[src/rtl/pwr_ctl_pkg.sv]
package pwr_ctl_pkg;
  localparam int DATA_W  = 8;
  localparam int ADDR_W  = 3;
  localparam int CFG_N   = 4;
  localparam logic [2:0] VERSION = 3'b001;

  typedef logic [DATA_W-1:0] byte_t;

  // kept bits of configuration register at address idx+1
  function automatic byte_t cfg_mask(int idx);
    case (idx)
      0:       return 8'h7F;
      1:       return 8'hF0;
      2:       return 8'hE5;
      3:       return 8'h0D;
      default: return 8'h00;
    endcase
  endfunction
endpackage

[src/rtl/pwr_rst_sync.sv]
module pwr_rst_sync #(
  parameter int STAGES = 2
) (
  input  logic clk,
  input  logic arst_n,
  output logic rst_n_sync
);
  logic [STAGES-1:0] sync_q;

  always_ff @(posedge clk or negedge arst_n) begin
    if (!arst_n) sync_q <= '0;
    else         sync_q <= {sync_q[STAGES-2:0], 1'b1};
  end

  assign rst_n_sync = sync_q[STAGES-1];
endmodule

[src/rtl/pwr_reg_core.sv]
module pwr_reg_core
  import pwr_ctl_pkg::*;
(
  input  logic              clk,
  input  logic              rst_n,
  input  logic              uv_det,
  input  logic              wr_stb,
  input  logic [ADDR_W-1:0] addr,
  input  byte_t             wdata,
  output byte_t             rdata,
  output byte_t [CFG_N-1:0] cfg_q
);
  logic              srst_q, srst_d;
  logic              hold_clr;
  byte_t [CFG_N-1:0] cfg_d;
  logic [CFG_N-1:0]  cfg_en;
  logic              ctl_wr;

  assign ctl_wr = wr_stb && (addr == '0);

  always_comb begin
    srst_d   = ctl_wr ? wdata[0] : srst_q;
    hold_clr = srst_d || uv_det;
  end

  always_ff @(posedge clk or negedge rst_n) begin
    if (!rst_n) srst_q <= 1'b0;
    else        srst_q <= srst_d;
  end

  for (genvar g = 0; g < CFG_N; g++) begin : g_cfg
    always_comb begin
      cfg_en[g] = hold_clr || (wr_stb && (addr == ADDR_W'(g + 1)));
      cfg_d[g]  = hold_clr ? '0 : (wdata & cfg_mask(g));
    end

    always_ff @(posedge clk or negedge rst_n) begin
      if (!rst_n)         cfg_q[g] <= '0;
      else if (cfg_en[g]) cfg_q[g] <= cfg_d[g];
    end
  end

  always_comb begin
    rdata = '0;
    if (addr == '0) rdata = {VERSION, 4'b0000, srst_q};
    else if (int'(addr) <= CFG_N) rdata = cfg_q[int'(addr) - 1];
  end

  assert_srst_clears_R7: assert property (@(posedge clk) disable iff (!rst_n)
    (ctl_wr && wdata[0]) |=> (cfg_q == '0 && srst_q));

  assert_srst_blocks_R8: assert property (@(posedge clk) disable iff (!rst_n)
    (srst_q && wr_stb && addr != '0) |=> $stable(cfg_q));

  assert_uv_clears_R9: assert property (@(posedge clk) disable iff (!rst_n)
    uv_det |=> (cfg_q == '0));

  assert_uv_keeps_srst_R9: assert property (@(posedge clk) disable iff (!rst_n)
    (uv_det && !ctl_wr) |=> $stable(srst_q));

  assert_idle_stable_R11: assert property (@(posedge clk) disable iff (!rst_n)
    (!wr_stb && !uv_det) |=> ($stable(cfg_q) && $stable(srst_q)));

  assert_hi_addr_ignored_R6: assert property (@(posedge clk) disable iff (!rst_n)
    (wr_stb && int'(addr) > CFG_N && !uv_det && !srst_q) |=> $stable(cfg_q));
endmodule

[src/rtl/pwr_lvl_dec.sv]
module pwr_lvl_dec (
  input  logic [1:0] code,
  output logic [2:0] lvl_oh
);
  always_comb begin
    case (code)
      2'b00:   lvl_oh = 3'b001;
      2'b01:   lvl_oh = 3'b010;
      default: lvl_oh = 3'b100;
    endcase
  end
endmodule

[src/rtl/pwr_out_map.sv]
module pwr_out_map
  import pwr_ctl_pkg::*;
(
  input  logic              clk,
  input  logic              rst_n,
  input  byte_t [CFG_N-1:0] cfg,
  output logic [8:0]        rail_en,
  output logic              boost_en,
  output logic [2:0]        neg_lvl_oh,
  output logic [2:0]        pos_lvl_oh,
  output logic [4:0]        lvl_sel
);
  logic [1:0][1:0] codes;
  logic [1:0][2:0] lvl_oh;

  assign codes[0] = cfg[1][7:6];
  assign codes[1] = cfg[1][5:4];

  for (genvar g = 0; g < 2; g++) begin : g_dec
    pwr_lvl_dec u_dec (.code(codes[g]), .lvl_oh(lvl_oh[g]));
  end

  assign neg_lvl_oh = lvl_oh[0];
  assign pos_lvl_oh = lvl_oh[1];
  assign rail_en    = {cfg[3][3], cfg[3][2], cfg[0][6:0]};
  assign boost_en   = cfg[3][0];
  assign lvl_sel    = {cfg[2][7], cfg[2][6], cfg[2][5], cfg[2][2], cfg[2][0]};

  for (genvar g = 0; g < CFG_N; g++) begin : g_rsvd
    assert_rsvd_zero_R4: assert property (@(posedge clk) disable iff (!rst_n)
      ((cfg[g] & ~cfg_mask(g)) == '0));
  end

  assert_lvl_onehot_R3: assert property (@(posedge clk) disable iff (!rst_n)
    ($countones(neg_lvl_oh) == 1 && $countones(pos_lvl_oh) == 1));
endmodule

[src/rtl/pwr_ctl_regbank.sv]
module pwr_ctl_regbank
  import pwr_ctl_pkg::*;
(
  input  logic              clk,
  input  logic              hw_rst_n,
  input  logic              uv_det,
  input  logic              wr_stb,
  input  logic [ADDR_W-1:0] addr,
  input  logic [DATA_W-1:0] wdata,
  output logic [DATA_W-1:0] rdata,
  output logic [8:0]        rail_en,
  output logic              boost_en,
  output logic [2:0]        neg_lvl_oh,
  output logic [2:0]        pos_lvl_oh,
  output logic [4:0]        lvl_sel
);
  logic              rst_n_sync;
  byte_t [CFG_N-1:0] cfg_q;

  pwr_rst_sync #(.STAGES(2)) u_rst_sync (
    .clk(clk), .arst_n(hw_rst_n), .rst_n_sync(rst_n_sync)
  );

  pwr_reg_core u_core (
    .clk(clk), .rst_n(rst_n_sync), .uv_det(uv_det), .wr_stb(wr_stb),
    .addr(addr), .wdata(wdata), .rdata(rdata), .cfg_q(cfg_q)
  );

  pwr_out_map u_map (
    .clk(clk), .rst_n(rst_n_sync), .cfg(cfg_q), .rail_en(rail_en),
    .boost_en(boost_en), .neg_lvl_oh(neg_lvl_oh), .pos_lvl_oh(pos_lvl_oh),
    .lvl_sel(lvl_sel)
  );

  assert_hw_rst_clears_R10: assert property (@(posedge clk)
    !hw_rst_n |-> (rail_en == '0 && !boost_en && lvl_sel == '0));
endmodule

[config.mk]
export PLATFORM = sky130hd
export DESIGN_NAME = pwr_ctl_regbank
export DESIGN_NICKNAME = d
export VERILOG_FILES = /design/src/rtl/pwr_ctl_pkg.sv /design/src/rtl/pwr_rst_sync.sv /design/src/rtl/pwr_reg_core.sv /design/src/rtl/pwr_lvl_dec.sv /design/src/rtl/pwr_out_map.sv /design/src/rtl/pwr_ctl_regbank.sv
export SDC_FILE = /design/constraint.sdc
export NUM_CORES = 1
export LEC_CHECK = 0
export CAP_MARGIN = 20
export CORE_MARGIN = 4
export CORE_UTILIZATION = 30
export CTS_CLUSTER_SIZE = 8
export DETAILED_ROUTE_END_ITERATION = 6
export DONT_BUFFER_PORTS = 1
export PLACE_DENSITY = 0.51
export SYNTH_ARGS = -nofsm -noshare
export SYNTH_HDL_FRONTEND = slang
export SYNTH_SLANG_ARGS = --single-unit
[constraint.sdc]
create_clock -name clk -period 4.4 [get_ports clk]
set_input_delay 0.44 -clock clk [delete_from_list [all_inputs] [get_ports clk]]
set_output_delay 0.44 -clock clk [all_outputs]
set_load 0.005 [all_outputs]
* Word-level counts from Yosys, hierarchy flattened
Index checks and enable logic that the tools add are counted.
** Storage, ports and cells
- Flip-flop bits (word level) :: 35
- Bits of input ports :: 15
- Output and inout port bits :: 29
- Word-level logic and storage cells :: 40
** Operators by class
- Add/subtract/negate cells :: 1
- Magnitude comparators :: 2
- Equality and inequality tests :: 6
- Mux-type cells :: 12
- Reduce and logical (&&, ||, !) cells :: 13
** Operator list (count)
- 8-bit two-way mux :: 6
- 32-bit by 4-bit < comparator with 1-bit output, second input constant :: 1
- 8-bit binary-select mux with 2-bit select :: 1
- 3-bit case mux with 2 select lines :: 2
- 7-bit two-way mux :: 1
- 3-bit by 2-bit equality test with 1-bit output, second input constant :: 2
- 1-bit logical AND :: 5
- 1-bit logical OR :: 5
- 2-bit by 1-bit equality test with 1-bit output, second input constant :: 2
- 2-bit zero test :: 2
- 4-bit two-way mux :: 1
- 3-bit by 1-bit subtractor with 4-bit output, second input constant :: 1
- 3-bit by 1-bit equality test with 1-bit output, second input constant :: 1
- 3-bit equality test, second input constant :: 1
- 3-bit less-or-equal comparator, second input constant :: 1
- 3-bit zero test :: 1
- 1-bit two-way mux :: 1

* Logic depth before layout (Yosys ltp)
Gate-level depths: netlist of the first run.
- Depth in word-level cells :: 6
- Depth in mapped cells :: 8
- Mapped depth without buffers :: 5

* Modules after synthesis
A second synthesis of the first run with hierarchy kept.
** Unflattened totals
- Cell total of the unflattened synthesis :: 148
- Area, all modules :: 1450.1 um^2
** Modules (own cells, without submodules)
- pwr_reg_core :: instances 1, cells each 124, area each 1256.2 um^2, seq. area each 500.5 um^2
- pwr_out_map :: instances 1, cells each 15, area each 112.6 um^2, seq. area each 0.0 um^2
- pwr_rst_sync :: instances 1, cells each 3, area each 53.8 um^2, seq. area each 50.0 um^2
- pwr_lvl_dec :: instances 2, cells each 3, area each 13.8 um^2, seq. area each 0.0 um^2

* Least setup slack after synthesis of the first run
OpenSTA, ideal clock, no wires.
- Path type :: input to output
- Start :: input port addr[0]
- End :: output port rdata[0]
- Data arrival time :: 1.974 ns
- Slack :: 1.986 ns
- Cell stages on the path :: 7
- Buffers on the path :: 2
- Cells stage by stage :: clkbuf_1 > inv_1 > ha_1 > buf_2 > mux2_2 > a221oi_1 > o32ai_1
** Between the ends
- Word-level cells in the longest chain between the ends :: 6
- Elaborated cells between the ends (all ways) :: 8
** Ends and longest elaborated chain
- from (decl) :: line pwr_ctl_regbank.sv:8 : input logic [ADDR_W-1:0] addr,
- 3-bit by 1-bit subtractor with 4-bit output :: line pwr_reg_core.sv:46 : else if (int'(addr) <= CFG_N) rdata = cfg_q[int'(addr) - 1];
- 8-bit binary-select mux with 2-bit select :: line pwr_reg_core.sv:46
- 8-bit two-way mux (implied by the code) (2 in a row) :: line pwr_reg_core.sv:46
- 8-bit two-way mux :: line pwr_reg_core.sv:46
- 8-bit two-way mux (*) :: line pwr_reg_core.sv:45 : if (addr == '0) rdata = {VERSION, 4'b0000, srst_q};
- to (decl) :: line pwr_ctl_regbank.sv:10 : output logic [DATA_W-1:0] rdata,
Every way passes the cells marked *; elsewhere a longest branch is shown, timed or not. The select of a mux whose other input is x is not followed.

* Worst setup path after layout of the first run
Same ends and word-level chain as after synthesis.

==> results of run 1 <==
==> final timing paths <==
check | end | cells after the start | slack (ns)
max | rdata[0] | 5 | 2.15
max reg2reg | u_core.cfg_q[21]$_DFFE_PN0P_ | 3 | 3.17
min in group asynchronous | u_core.cfg_q[6]$_DFFE_PN0P_ | 0 | 0.36
min | u_core.cfg_q[14]$_DFFE_PN0P_ | 2 | 0.33
max in group asynchronous | u_core.srst_q$_DFF_PN0_ | 0 | 3.52
min reg2reg | u_rst_sync.sync_q[1]$_DFF_PN0_ | 0 | 0.35
==> power groups by stage <==
stage | Combinational (mW) | Clock, mW | Sequential, mW
2_1_floorplan | 0.0547 | 0 | 0.218
3_3_place_gp | 0.0486 | 0 | 0.221
3_5_place_dp | 0.0500 | 0 | 0.221
4_1_cts | 0.0510 | 0.149 | 0.217
5_1_grt | 0.0624 | 0.159 | 0.219
6_report | 0.0571 | 0.143 | 0.217
==> metrics by stage <==
step,hold slack [ns],worst slack [ns],instance area [sq um],utilization [%]
floorplan,0.144,1.99,1420,-
global placement,0.144,2.14,1320,29.4
detailed placement,0.144,2.03,1320,29.4
CTS,0.331,2.13,1380,30.9
global route,0.328,2.04,1410,31.5
finish,0.334,2.15,1410,31.5
==> layer usage <==
layer	global-route usage (%)	vias up	wire (um)
li1	-	403	-
met1	14.6	432	1400
met2	17.2	35	1420
met3	5.39	4	357
met4	2.72	0	57
met5	0	-	0
==> kinds of logic (layout without fill, tap and decap cells) <==
group	count (synthesis)	count (layout)	share of synthesized area, %
adders and majority gates	5	5	4.40
muxes	24	24	17.3
DFF	22	22	38.7
and+or+nand+nor	42	42	19.9
buffers and inverters	27	11	13.2
AOI/OAI and AO/OA	12	12	6.25
other	1	1	0.264
==> sequential cells by signal, indices dropped and copies added (netlist names) <==
name               flops
u_core.srst_q          1
u_rst_sync.sync_q      2
u_core.cfg_q          19
==> cell usage in the layout (no fill, tap or decap), drive strengths merged, types with 3 or more instances in the layout <==
master	n
nor2	24
dfrtp	22
mux2i	20
inv	5
ha	5
nand2	4
mux2	4
nor2b	4
clkbuf	4
nand3b	4
a22oi	3
a21oi	3
nand3	3
==> cell type report <==
type	instances	area [sq um]	area share, %
inverter	5	18.8	1.33
tap	52	65.1	4.61
sequential	22	551	39.0
multi-input combinational	84	683	48.4
clock buffer	4	55.1	3.90
timing repair buffer	2	37.5	2.66
==> timing repair <==
item | in CTS | in global routing
endpoints found under the hold margin | 2 | 0
endpoints found under the setup margin | 0 | 0
hold buffers | 1 | 0
==> flow_metrics.tcl, run 1 <==
set metrics [dict create \
    p_int_mw 0.311 \
    async_flop_share_pct 100 \
    dp_hpwl_mm 2.47 \
    overflow 0 \
    firstDrtPassIters 4 \
    syn_to_final_growth_pct -0.792 \
    synth_edf_count 0 \
    power.density_mw_per_mm2 296 \
    rows 24 \
    clock_latency_ns 0.25 \
    slew_violations 0 \
    io_pins 44 \
    syn_area_sq_mm 0.00142 \
    first_global_vias 960 \
    post_cts_buffers 0 \
    nNetsFinal 138 \
    switching_share_pct 25.5 \
    total_power_mw 0.417 \
    p_sw_mw 0.106 \
    cts-resized-gates 0 \
    clock_path_buffers 2 \
    antenna_found_initial 0 \
    tightest_slew_ns 0.855 \
    initial_core_util_pct 31.8 \
    setup_viol 0 \
    hold_viol_final 0 \
    synth_fp_nets 153 \
    path_cells "inv_1 > ha_1 > nor2_1 > a221oi_1 > o32ai_1" \
    status "finished clean" \
    io_buffer_count 0 \
    drt.antenna.violating_nets 0 \
    period_minus_slack_ns 2.25 \
    synth_top_area_share_pct 38.7 \
    min-delay-start "wdata[6]" \
    place.gp.congestion 0.787 \
    cap_violations 0 \
    regToRegStartpoint "u_core.srst_q$_DFF_PN0_" \
    period_share_pct 51.2 \
    cts_tree "built" \
    crit_buf_inv 1 \
    synth.most_common_cell "dfrtp_1" \
    synth_seq_cells 22 \
    end_kind "output port" \
    synth_ff_type "dfrtp_1" \
    clkSinkCount 22 \
    drive_above_1_share_pct 17.1 \
    p_leak_nw 0.720 \
    cts_buffers 3 \
    clkPwrFrac_pct 34.3 \
    synth.largest_area_cell "dfrtp_1" \
    synth.area.top_cells "dfrtp_1 (39%), mux2i_1 (14%), nor2_4 (7.9%)" \
    synth.avg_cell_area_sq_um 10.7 \
    ys_warn_count 0 \
    wirelength_mm 3.24 \
    finalClockSkew_ns 0.000952 \
    cp_slowest_stage_delay_ns 0.46 \
    vdd_ir_drop_max_mv 0.106 \
    antennaDiodeCount 0 \
    vias 874 \
    instances_no_fill 169 \
    synth_common_cells "dfrtp_1 (22), mux2i_1 (20), buf_4 (14), nor2_1 (14), nor2_4 (10)" \
    critPathArrivalTime_ns 1.81 \
    cp_top_family "compound AO/OA/AOI/OAI gates" \
    maxSlewHeadroom_pct 43.0 \
    crit_start "addr[0]" \
    crit_path_top_delay_cell "o32ai_1" \
    die_w_um 76.8 \
    htreeDepth 1 \
    dp.cells 163 \
    grt_max_degree 21 \
    critPathKind "in -> out" \
    dieArea_sq_mm 0.00590 \
    path_max_fanout 14 \
    clk_pin_slew_worst_paths_ns 0.08 \
    ys_seq_area_share_pct 38.7 \
    die_h_um 76.8 \
    coreArea_sq_mm 0.00447 \
    drc_errors 0 \
    cp.required_ns 3.96 \
    combinationalPowerShare_pct 13.7 \
    grt_usage_pct 11.4 \
    p_seq_share_pct 52.0 \
    fin_setup_tns_ns 0 \
    post_synth_num_cell_types 28 \
    max_freq_mhz 444 \
    wl_per_cell_um 19.2 \
    fill_cells 449 \
    syn_inst 133 \
    via_per_inst 5.17 \
    start_kind "input pin" \
    ctsRootBufferMaster "clkbuf_8" \
    grt_pass1_wl_mm 5.25 \
    rsz0062_at_grt "no" \
    drt_iter0_markers 60 \
    hold_class "in -> reg" \
]
(Power assumes the default switching activity.)
==> run 2: changes to the inputs <==
--- a/config.mk
+++ b/config.mk
@@ -11,7 +11,7 @@
 export CTS_CLUSTER_SIZE = 8
 export DETAILED_ROUTE_END_ITERATION = 6
 export DONT_BUFFER_PORTS = 1
-export PLACE_DENSITY = 0.51
+export PLACE_DENSITY = 0.52
 export SYNTH_ARGS = -nofsm -noshare
 export SYNTH_HDL_FRONTEND = slang
 export SYNTH_SLANG_ARGS = --single-unit
==> constraint.sdc (replaced) <==
create_clock -name clk -period 1.9 [get_ports clk]
set_input_delay 0.19 -clock clk [delete_from_list [all_inputs] [get_ports clk]]
set_output_delay 0.19 -clock clk [all_outputs]
set_load 0.005 [all_outputs]
==> run 2 against run 1 <==
  * Sequential cell count stayed put
  * Register-to-register slack worse by 2.4 ns
  * Clock-buffer cell count is 1 lower
  * Cell count stayed put
  * Sequential share of layout area is 0.10 points higher
  * First-iteration DRC count is 27% lower
  * Combinational power is 100% higher
  * Setup slack worse by 2.0 ns
  * Clock power grew to 3.1 times the previous value
  * Power grew to 2.5 times the previous value
  * Critical path type unchanged
  * Critical endpoint unchanged
  * Largest cell class unchanged
==> flow_metrics.tcl, run 2 (same netlist as run 1, synthesis figures left out) <==
set metrics [dict create \
    critPathArrivalTime_ns 1.54 \
    die_w_um 76.8 \
    dp_hpwl_mm 2.47 \
    cts_tree "built" \
    period_share_pct 91.2 \
    rsz0062_at_grt "no" \
    grt_usage_pct 11.0 \
    drc_errors 0 \
    dieArea_sq_mm 0.00590 \
    cap_violations 0 \
    setup_viol 0 \
    hold_viol_final 0 \
    start_kind "input pin" \
    regMostFlops "u_core.cfg_q" \
    overflow 0 \
    max_freq_mhz 577 \
    hold_slack_ns 0.0806 \
    drive_above_1_share_pct 17.1 \
    die_h_um 76.8 \
    place.gp.congestion 0.732 \
    coreArea_sq_mm 0.00447 \
    grt_max_degree 21 \
    htreeDepth 1 \
    io_pins 44 \
    maxSlewHeadroom_pct 42.1 \
    hold_class "in -> reg" \
    fin_setup_tns_ns 0 \
    antennaDiodeCount 0 \
    power.density_mw_per_mm2 753 \
    via_per_inst 5.17 \
    clock_latency_ns 0.27 \
    rows 24 \
    cts_buffers 3 \
    clock_path_buffers 2 \
    io_buffer_count 0 \
    first_global_vias 921 \
    clk_pin_slew_worst_paths_ns 0.09 \
    postLayoutCellArea_sq_mm 0.00141 \
    slew_violations 0 \
    top_regs "u_core.cfg_q x19, u_rst_sync.sync_q x2, u_core.srst_q x1" \
    firstDrtPassIters 4 \
    vias 873 \
    nNetsFinal 138 \
    ctsRootBufferMaster "clkbuf_8" \
    end_kind "output port" \
    critPathKind "in -> out" \
    grt_pass1_wl_mm 5.06 \
    status "finished clean" \
    p_leak_nw 0.719 \
    mostFrequentLayoutCells "dfrtp_1 (22), mux2i_1 (20), nor2_1 (14)" \
    post_cts_buffers 0 \
    clkSinkCount 22 \
    drt_iter0_markers 44 \
    wirelength_mm 3.20 \
    largest_reg_flops 19 \
    syn_to_final_growth_pct -1.06 \
    drt.antenna.violating_nets 0 \
    initial_core_util_pct 31.8 \
    wl_per_cell_um 18.9 \
    period_minus_slack_ns 1.73 \
    path_max_fanout 14 \
    layout_commonest_cell "dfrtp_1" \
    antenna_found_initial 0 \
    tightest_slew_ns 0.868 \
    cp.required_ns 1.71 \
    finalClockSkew_ns 0.00800 \
    dpl_cell_area_sq_mm 0.00133 \
    vdd_ir_drop_max_mv 0.326 \
]
==> run 2: path summary, 6_finish.rpt <==
path	startpoint	depth (start not counted)	end	slack, ns
min	wdata[4]	2	u_core.cfg_q[12]$_DFFE_PN0P_	0.08
min in group asynchronous	hw_rst_n	1	u_rst_sync.sync_q[1]$_DFF_PN0_	0.14
max reg2reg	u_core.srst_q$_DFF_PN0_	3	u_core.cfg_q[13]$_DFFE_PN0P_	0.77
max in group asynchronous	u_rst_sync.sync_q[1]$_DFF_PN0_	0	u_core.cfg_q[27]$_DFFE_PN0P_	0.99
max	addr[0]	5	rdata[0]	0.17
min reg2reg	u_rst_sync.sync_q[0]$_DFF_PN0_	0	u_rst_sync.sync_q[1]$_DFF_PN0_	0.36
==> run 2: final cells by class <==
type                            count  area (sq um)
Multi-Input combinational cell     84           683
Fill cell                         443          3070
Tap cell                           52          65.1
Clock buffer                        3          41.3
Sequential cell                    22           551
Clock inverter                      1          30.0
Inverter                            5          18.8
Timing Repair Buffer                2          17.5
==> run 2: what timing repair did <==
action / in CTS / in global routing
endpoints found under the setup margin: 0 / 0
hold endpoints to repair: 2 / 0
resized for setup: 0 / 0
hold buffers: 1 / 0
==> run 2: critical path, stage by stage <==
cell and delay, ns:
inv_1 0.05, ha_1 0.47, mux2_2 0.39, a221oi_1 0.26
o32ai_1 0.18
==> run 2: stage by stage <==
step	power [mW]	std cells	utilization, %	worst slack (ns)
4_1_cts	1.07	169	31.4	0.177
2_1_floorplan	0.631	133	-	0.125
3_3_place_gp	0.624	164	29.6	0.260
6_report	1.06	169	31.4	0.168
5_1_grt	1.10	169	31.4	0.0956
3_5_place_dp	0.630	164	29.6	0.179
==> run 2: metal layers <==
metal,vias up,track usage (%),wire length (um)
met1,428,12.5,1300
met4,0,1.63,14
met5,-,0,0
met2,37,18.8,1550
li1,406,-,-
met3,2,5.27,329
==> run 2: where the power goes <==
part / switching [mW] / internal (mW)
Combinational: 0.0739 / 0.0432
Sequential: 0.0209 / 0.481
Clock: 0.159 / 0.282
